`src/rtl/brc_pkg.sv`:
```
package brc_pkg;
  typedef enum logic [2:0] {
    ST_SLEEP,
    ST_CAL,
    ST_RDY,
    ST_LEAD,
    ST_ACT
  } brc_state_e;

  localparam real BRC_PI = 3.14159265358979;
endpackage

```
`src/rtl/brc_env_lut.sv`:
```
// Raised-cosine rising envelope table, computed at elaboration.
module brc_env_lut #(
  parameter int GW = 10,
  parameter int N  = 24
) (
  input  logic [$clog2(N)-1:0] idx,
  output logic [GW-1:0]        val
);
  localparam int FS = 1 << (GW - 1);

  logic [GW-1:0] tbl [N];

  for (genvar g = 0; g < N; g++) begin : g_ent
    localparam real ANG = brc_pkg::BRC_PI * real'(g) / real'(N);
    localparam int  VAL = int'(real'(FS) * (1.0 - $cos(ANG)) / 2.0);
    assign tbl[g] = GW'(VAL);
  end

  always_comb val = (int'(idx) < N) ? tbl[idx] : '0;
endmodule

```
`src/rtl/brc_seq.sv`:
```
// Burst sequencer: sleep, calibration, ready, lead-in, active with release tail.
module brc_seq
  import brc_pkg::*;
#(
  parameter int BIT_CYC  = 64,
  parameter int SPS      = 8,
  parameter int GW       = 10,
  parameter int CAL_CYC  = 4096,
  parameter int LEAD_CYC = 3
) (
  input  logic          clk,
  input  logic          rst,
  input  logic          pwr_en,
  input  logic          burst_req,
  output logic          ready,
  output logic          bit_clk,
  output logic [GW-1:0] gain
);
  localparam int SYM_CYC  = 2 * BIT_CYC;
  localparam int SAMP_CYC = SYM_CYC / SPS;
  localparam int HALF     = BIT_CYC / 2;
  localparam int RAMP_N   = 3 * SPS;
  localparam int FS       = 1 << (GW - 1);
  localparam int CW       = $clog2(SYM_CYC);
  localparam int TW       = $clog2(CAL_CYC + LEAD_CYC + 1);
  localparam int KW       = $clog2(RAMP_N);

  brc_state_e     st, st_n;
  logic [TW-1:0]  cnt, cnt_n;
  logic [CW-1:0]  cyc, cyc_n;
  logic [1:0]     sc, sc_n;     // symbol count, saturates at 3
  logic           rel, rel_n;   // release seen
  logic [2:0]     rem, rem_n;   // trailing symbols left
  logic           wrap;
  logic           up_ph;
  int             k_c, sp_c;
  logic [KW-1:0]  lut_idx;
  logic [GW-1:0]  lut_val;
  logic [GW-1:0]  gain_n;
  logic           bclk_n, ready_n;

  // next-state sequencing
  always_comb begin
    st_n  = st;
    cnt_n = cnt;
    cyc_n = cyc;
    sc_n  = sc;
    rel_n = rel;
    rem_n = rem;
    wrap  = (cyc == CW'(SYM_CYC - 1));
    if (!pwr_en) begin
      st_n  = ST_SLEEP;
      cnt_n = '0;
      cyc_n = '0;
      sc_n  = '0;
      rel_n = 1'b0;
      rem_n = 3'd4;
    end else begin
      case (st)
        ST_SLEEP: begin
          st_n  = ST_CAL;
          cnt_n = '0;
        end
        ST_CAL: begin
          if (cnt == TW'(CAL_CYC - 1)) st_n = ST_RDY;
          else cnt_n = cnt + 1'b1;
        end
        ST_RDY: begin
          if (burst_req) begin
            st_n  = ST_LEAD;
            cnt_n = '0;
          end
        end
        ST_LEAD: begin
          if (cnt == TW'(LEAD_CYC - 1)) begin
            st_n  = ST_ACT;
            cyc_n = '0;
            sc_n  = '0;
            rel_n = 1'b0;
            rem_n = 3'd4;
          end else begin
            cnt_n = cnt + 1'b1;
          end
        end
        ST_ACT: begin
          cyc_n = wrap ? '0 : cyc + 1'b1;
          if (wrap && sc != 2'd3) sc_n = sc + 1'b1;
          if (rel && wrap) begin
            if (rem == 3'd0) st_n = ST_RDY;
            else rem_n = rem - 3'd1;
          end
          if (!rel && !burst_req && sc >= 2'd2) begin
            rel_n = 1'b1;
            rem_n = 3'd4;
          end
        end
        default: st_n = ST_SLEEP;
      endcase
    end
  end

  // envelope position of the next state
  always_comb begin
    sp_c  = int'(cyc_n) / SAMP_CYC;
    up_ph = !rel_n || (rem_n == 3'd4);
    if (up_ph) k_c = int'(sc_n) * SPS + sp_c;
    else       k_c = (3 - int'(rem_n)) * SPS + sp_c;
    lut_idx = KW'(k_c);
  end

  brc_env_lut #(.GW(GW), .N(RAMP_N)) u_lut (
    .idx (lut_idx),
    .val (lut_val)
  );

  always_comb begin
    if (st_n != ST_ACT)    gain_n = '0;
    else if (up_ph)        gain_n = (sc_n == 2'd3) ? GW'(FS) : lut_val;
    else if (rem_n != 3'd0) gain_n = GW'(FS - int'(lut_val));
    else                   gain_n = '0;
    bclk_n  = (st_n == ST_ACT) && ((int'(cyc_n) % BIT_CYC) < HALF);
    ready_n = (st_n == ST_RDY);
  end

  always_ff @(posedge clk) begin
    if (rst) begin
      st      <= ST_SLEEP;
      cnt     <= '0;
      cyc     <= '0;
      sc      <= '0;
      rel     <= 1'b0;
      rem     <= 3'd4;
      ready   <= 1'b0;
      bit_clk <= 1'b0;
      gain    <= '0;
    end else begin
      st      <= st_n;
      cnt     <= cnt_n;
      cyc     <= cyc_n;
      sc      <= sc_n;
      rel     <= rel_n;
      rem     <= rem_n;
      ready   <= ready_n;
      bit_clk <= bclk_n;
      gain    <= gain_n;
    end
  end
endmodule

```
`src/rtl/brc_scale.sv`:
```
// Rounded multiply of one sample channel by the envelope gain.
module brc_scale #(
  parameter int DW = 10,
  parameter int GW = 10
) (
  input  logic                 clk,
  input  logic                 rst,
  input  logic                 clr,
  input  logic signed [DW-1:0] x,
  input  logic        [GW-1:0] g,
  output logic signed [DW-1:0] y
);
  localparam int PW = DW + GW + 1;
  localparam logic signed [PW-1:0] RND = PW'(1 << (GW - 2));

  logic signed [PW-1:0] xe, ge, prod, rnd;

  assign xe   = PW'(x);
  assign ge   = $signed(PW'(g));
  assign prod = xe * ge;
  assign rnd  = prod + RND;

  always_ff @(posedge clk) begin
    if (rst || clr) y <= '0;
    else            y <= DW'(rnd >>> (GW - 1));
  end
endmodule

```
`src/rtl/brc_delay.sv`:
```
// Fixed delay line in a circular single-bit memory.
module brc_delay #(
  parameter int DLY = 480
) (
  input  logic clk,
  input  logic rst,
  input  logic en,
  input  logic d,
  output logic q
);
  localparam int AW = $clog2(DLY);

  logic          mem [DLY];
  logic [AW-1:0] ptr;
  logic          full;

  always_ff @(posedge clk) begin
    if (en && !rst) mem[ptr] <= d;
  end

  always_ff @(posedge clk) begin
    if (rst || !en) begin
      ptr  <= '0;
      full <= 1'b0;
      q    <= 1'b0;
    end else begin
      q <= full & mem[ptr];
      if (ptr == AW'(DLY - 1)) begin
        ptr  <= '0;
        full <= 1'b1;
      end else begin
        ptr <= ptr + 1'b1;
      end
    end
  end
endmodule

```
`src/rtl/burst_ramp_ctrl.sv`:
```
module burst_ramp_ctrl #(
  parameter int BIT_CYC  = 64,
  parameter int SPS      = 8,
  parameter int GW       = 10,
  parameter int DW       = 10,
  parameter int CAL_CYC  = 4096,
  parameter int LEAD_CYC = 3,
  parameter int OUT_DLY  = 480
) (
  input  logic                 clk,
  input  logic                 rst,
  input  logic                 pwr_en,
  input  logic                 burst_req,
  input  logic signed [DW-1:0] i_in,
  input  logic signed [DW-1:0] q_in,
  output logic                 ready,
  output logic                 bit_clk,
  output logic        [GW-1:0] gain,
  output logic                 burst_out,
  output logic signed [DW-1:0] i_out,
  output logic signed [DW-1:0] q_out
);
  localparam int NCH = 2;

  logic signed [DW-1:0] x_a [NCH];
  logic signed [DW-1:0] y_a [NCH];

  brc_seq #(
    .BIT_CYC (BIT_CYC),
    .SPS     (SPS),
    .GW      (GW),
    .CAL_CYC (CAL_CYC),
    .LEAD_CYC(LEAD_CYC)
  ) u_seq (
    .clk      (clk),
    .rst      (rst),
    .pwr_en   (pwr_en),
    .burst_req(burst_req),
    .ready    (ready),
    .bit_clk  (bit_clk),
    .gain     (gain)
  );

  assign x_a[0] = i_in;
  assign x_a[1] = q_in;

  for (genvar c = 0; c < NCH; c++) begin : g_ch
    brc_scale #(.DW(DW), .GW(GW)) u_scale (
      .clk(clk),
      .rst(rst),
      .clr(!pwr_en),
      .x  (x_a[c]),
      .g  (gain),
      .y  (y_a[c])
    );
  end

  assign i_out = y_a[0];
  assign q_out = y_a[1];

  brc_delay #(.DLY(OUT_DLY)) u_dly (
    .clk(clk),
    .rst(rst),
    .en (pwr_en),
    .d  (burst_req),
    .q  (burst_out)
  );
endmodule

```
`config.mk`:
```
export PLATFORM = sky130hd
export DESIGN_NAME = burst_ramp_ctrl
export DESIGN_NICKNAME = d
export VERILOG_FILES = /design/src/rtl/brc_pkg.sv /design/src/rtl/brc_env_lut.sv /design/src/rtl/brc_seq.sv /design/src/rtl/brc_scale.sv /design/src/rtl/brc_delay.sv /design/src/rtl/burst_ramp_ctrl.sv
export SDC_FILE = /design/constraint.sdc
export NUM_CORES = 1
export LEC_CHECK = 0
export ABC_AREA = 1
export BUFFER_PORTS_ARGS = -buffer_cell sky130_fd_sc_hd__buf_4
export CAP_MARGIN = 20
export CORE_UTILIZATION = 55
export CTS_CLUSTER_SIZE = 8
export DETAILED_ROUTE_END_ITERATION = 10
export PLACE_DENSITY = 0.71
export SYNTH_ARGS = -nofsm -noshare
export SYNTH_HDL_FRONTEND = slang
export SYNTH_HIERARCHICAL = 1
export SYNTH_SLANG_ARGS = --single-unit
```
`constraint.sdc`:
```
create_clock -name clk -period 9.17 [get_ports clk]
set_input_delay 0.917 -clock clk [delete_from_list [all_inputs] [get_ports clk]]
set_output_delay 0.917 -clock clk [all_outputs]
set_load 0.005 [all_outputs]
```
==> run metrics <==
Leakage 16.1 nW; Top Ports 57; Area Overhead vs Synth 8.64%; hold path start u_dly/full$_SDFFE_PN0N_; main combinational cell family by area after synthesis simple AND/OR/NAND/NOR gates; Mean Syn Cell Area 8.24 um^2; Startpoint Class flop; power density over cell area ~160 mW/mm^2; unrepaired setup endpoints after global routing false; R2R depth 19; cell accounting for the most synthesized area edfxtp_1; TritonCTS Sinks 552; Fillers 5,322; drt initial violations 2,334; DP Area 0.0341 mm^2; final setup TNS 0 ps; combinational power share 5.0%; Sw Ratio 22.2%; DRT antenna net count 0; Starting Density 55.6%; XOR/XNOR Fraction of Synth Area less than 1%; met3 GRT Util 3.18%; FF-to-FF End g_ch[1].u_scale/y[3]$_SDFF_PP0_; CTS Buffer Depth 3; worst skew pair latency 610 ps; Die Span Y 249 um; via-per-instance ratio 5.34; Min Clock Period, post-route between 5000 and 6000 ps; Core ar. 0.0602 mm^2; simple-gate share of the synthesized area 26.6%; Worst EP required about 9700 ps; CTS Root Cell clkbuf_16; R2R Path Start u_seq/gain[4]$_SDFF_PP0_; grt met1 use 33.9%; Worst slew margin 22.6%; number of global-route vias before repair between 20,000 and 25,000; Post-synth EDFFs 480; Num CTS Buffers 79; post-cts resize count 0; Cells on Worst Hold Path 2; Psw 1.26 mW; Compound-Gate Fraction of Synth Area under 10%; mean routed wirelength per cell 16.9 um; GR peak layer met2; largest net degree at the start of global routing 192; Final nets 4,297; Critical Path Sink Type flop; Primary FF master, synth edfxtp_1; ant diodes 0; status finished, final reports clean; post-route setup slack approximately 4000 ps; share of layout cells above drive strength 1 6.93%; Int Power approximately 4.4 mW; htree depth 3; Yosys top cell area share 43.1%; WP data arrival 5640 ps; Synth Register Bits 552; final wirelength 82.2 mm; Clk pwr share 46.9%; CP max FO 21; Synth warnings 6; Slew Limit Fails 0; sequential area share after synthesis 47.4%; Die W 249 um; Syn Inst Count 4,064; Slew @ Worst Pin 1160 ps; max cap viols 0; gr usage total 26.8%; Post-CTS Hold Fix Bufs 0; Overflow after GRT 0; Placer Congestion slightly below 0.9; CTS tree yes; unique cell type count in the Yosys netlist 53; IO Port Bufs 56; Post-Syn Nets 4,337; VDD IR max 0.000162 V; worst setup path class flop to flop; mapped cell area 0.0335 mm^2; Std-Cell Rows 90; Final setup violation count 0; CTS clk-pin slew, worst paths 50 ps; WHS Endpoint u_dly/full$_SDFFE_PN0N_; FFs w/ async S/R, synth 0%; fin area 0.0364 mm^2; Max Clk Rate roughly 0.20 GHz; Post-CTS Setup Bufs 0; overall die area ~0.062 mm^2; dpl hpwl 47.2 mm; met2 usage 46.8%; Adder-Cell Fraction of Synth Area 12.1%; initial antenna violation count 0; mux contribution to synthesized area 0%; DRC viols 0; Hold Path Class flop to flop; vias 25,900; R2R setup slack around 4000 ps; pre-CTS setup slack 3950 ps; Fin. Hold Viols 0; Tcrit/Tclk final 55.9%; Layout Skew 23.9 ps; sequential share of power 48.2%; drt pass-1 iters 5; global-route wire length before repair around 130 mm; top cells by area, synth edfxtp_1, nand2_1, nor2_1
## cell usage after synthesis, drive strengths merged (23+ instances only)
library cell	number
a21oi	71
buf	107
clkbuf	98
dfxtp	72
edfxtp	480
fa	126
ha	123
inv	551
nand2	1226
nand3	131
nor2	819
nor3	23
o21ai	163
## cell families after synthesis
group	after synthesis
DFF	552
adders and majority gates	249
xor gates and xnor gates	9
other	1
and+or+nand+nor	2230
buffers and inverters	757
AOI/OAI and AO/OA	266
## metrics by stage
stage / hold WS [ps] / total power, mW / utilization [%] / instances
4_1_cts: 478 / 5.72 / 60.4 / 4850
3_5_place_dp: 463 / 3.07 / 56.6 / 4725
5_1_grt: 512 / 5.86 / 60.4 / 4850
2_1_floorplan: 423 / 2.97 / - / 4064
6_report: 481 / 5.69 / 60.4 / 4850
3_3_place_gp: 447 / 3.06 / 56.6 / 4725
## final cells by class
type / instances / area, um^2 / share of cell area, %
clock buffer: 118 / 2150 / 5.93
clock inverter: 7 / 90.1 / 0.248
inverter: 552 / 2080 / 5.73
multi-input combinational: 2755 / 14500 / 40.0
sequential: 552 / 15900 / 43.6
tap: 782 / 978 / 2.69
timing repair buffer: 84 / 651 / 1.79
## power groups by stage
stage          Combinational (mW)  Clock [mW]  Sequential, mW
2_1_floorplan               0.185           0            2.79
3_3_place_gp                0.277           0            2.79
3_5_place_dp                0.280           0            2.79
4_1_cts                     0.282        2.70            2.74
5_1_grt                     0.317        2.81            2.74
6_report                    0.283        2.66            2.74
## routing by layer
layer | routed length, um | up-vias
met5 | 0 | -
met4 | 2610 | 0
met3 | 5240 | 185
met2 | 41200 | 840
met1 | 33100 | 12300
li1 | - | 12500
## how the worst max path moves through the flow
stage / start / to / slack, ps / cells past startpoint
2_1_floorplan: q_in[2] / g_ch[1].u_scale/y[3]$_SDFF_PP0_ / 4160 / 22
3_3_place_gp: q_in[9] / g_ch[1].u_scale/y[8]$_SDFF_PP0_ / 4000 / 17
3_5_place_dp: i_in[9] / g_ch[0].u_scale/y[3]$_SDFF_PP0_ / 3950 / 21
4_1_cts: u_seq/gain[4]$_SDFF_PP0_ / g_ch[1].u_scale/y[3]$_SDFF_PP0_ / 4090 / 19
5_1_grt: u_seq/gain[4]$_SDFF_PP0_ / g_ch[1].u_scale/y[3]$_SDFF_PP0_ / 3650 / 19
6_report: u_seq/gain[4]$_SDFF_PP0_ / g_ch[1].u_scale/y[3]$_SDFF_PP0_ / 4040 / 19
## sequential cells by signal, summed over array words and instances, names as in the netlist, 2 cells and up
register / cells
u_dly/mem: 480
u_seq/gain: 10
u_seq/st: 3
u_seq/rem: 3
u_dly/ptr: 9
u_seq/sc: 2
u_seq/cyc: 7
g_ch.u_scale/y: 20
u_seq/cnt: 13
## critical path, stage by stage, from the launching register on
cell and delay, ps:
dfxtp_1 960, nand2_1 220, fa_1 560, fa_1 550, inv_1 50, fa_1 450, fa_1 520, inv_1 60
fa_1 480, inv_1 40, ha_1 360, nand2_1 110, inv_1 80, nand2_1 80, nor3_1 130, nand3_1 100
nand3b_1 110, nand2_1 50, nand2_1 50, nor2_1 40
## placed cells by master (no fill, tap or decap), types with 3 or more instances in the layout
cell	n
nand2_1	1198
nor2_1	801
inv_1	522
edfxtp_1	480
fa_1	126
ha_1	123
nand3_1	119
o21ai_0	116
buf_4	82
clkbuf_16	80
a21oi_1	70
dfxtp_1	70
o21ai_1	46
clkbuf_1	37
inv_2	25
nand2_2	24
nor3_1	19
nor2_4	11
nand3_2	11
o21a_1	11
or2_2	10
nand4_1	8
o22ai_1	7
nor2_2	6
xor2_1	6
nand2_4	4
a21o_1	4
nor3_2	4
or2_1	4
clkinv_8	3
inv_6	3
xnor2_1	3
inv_4	3
(Power assumes the default switching activity.)
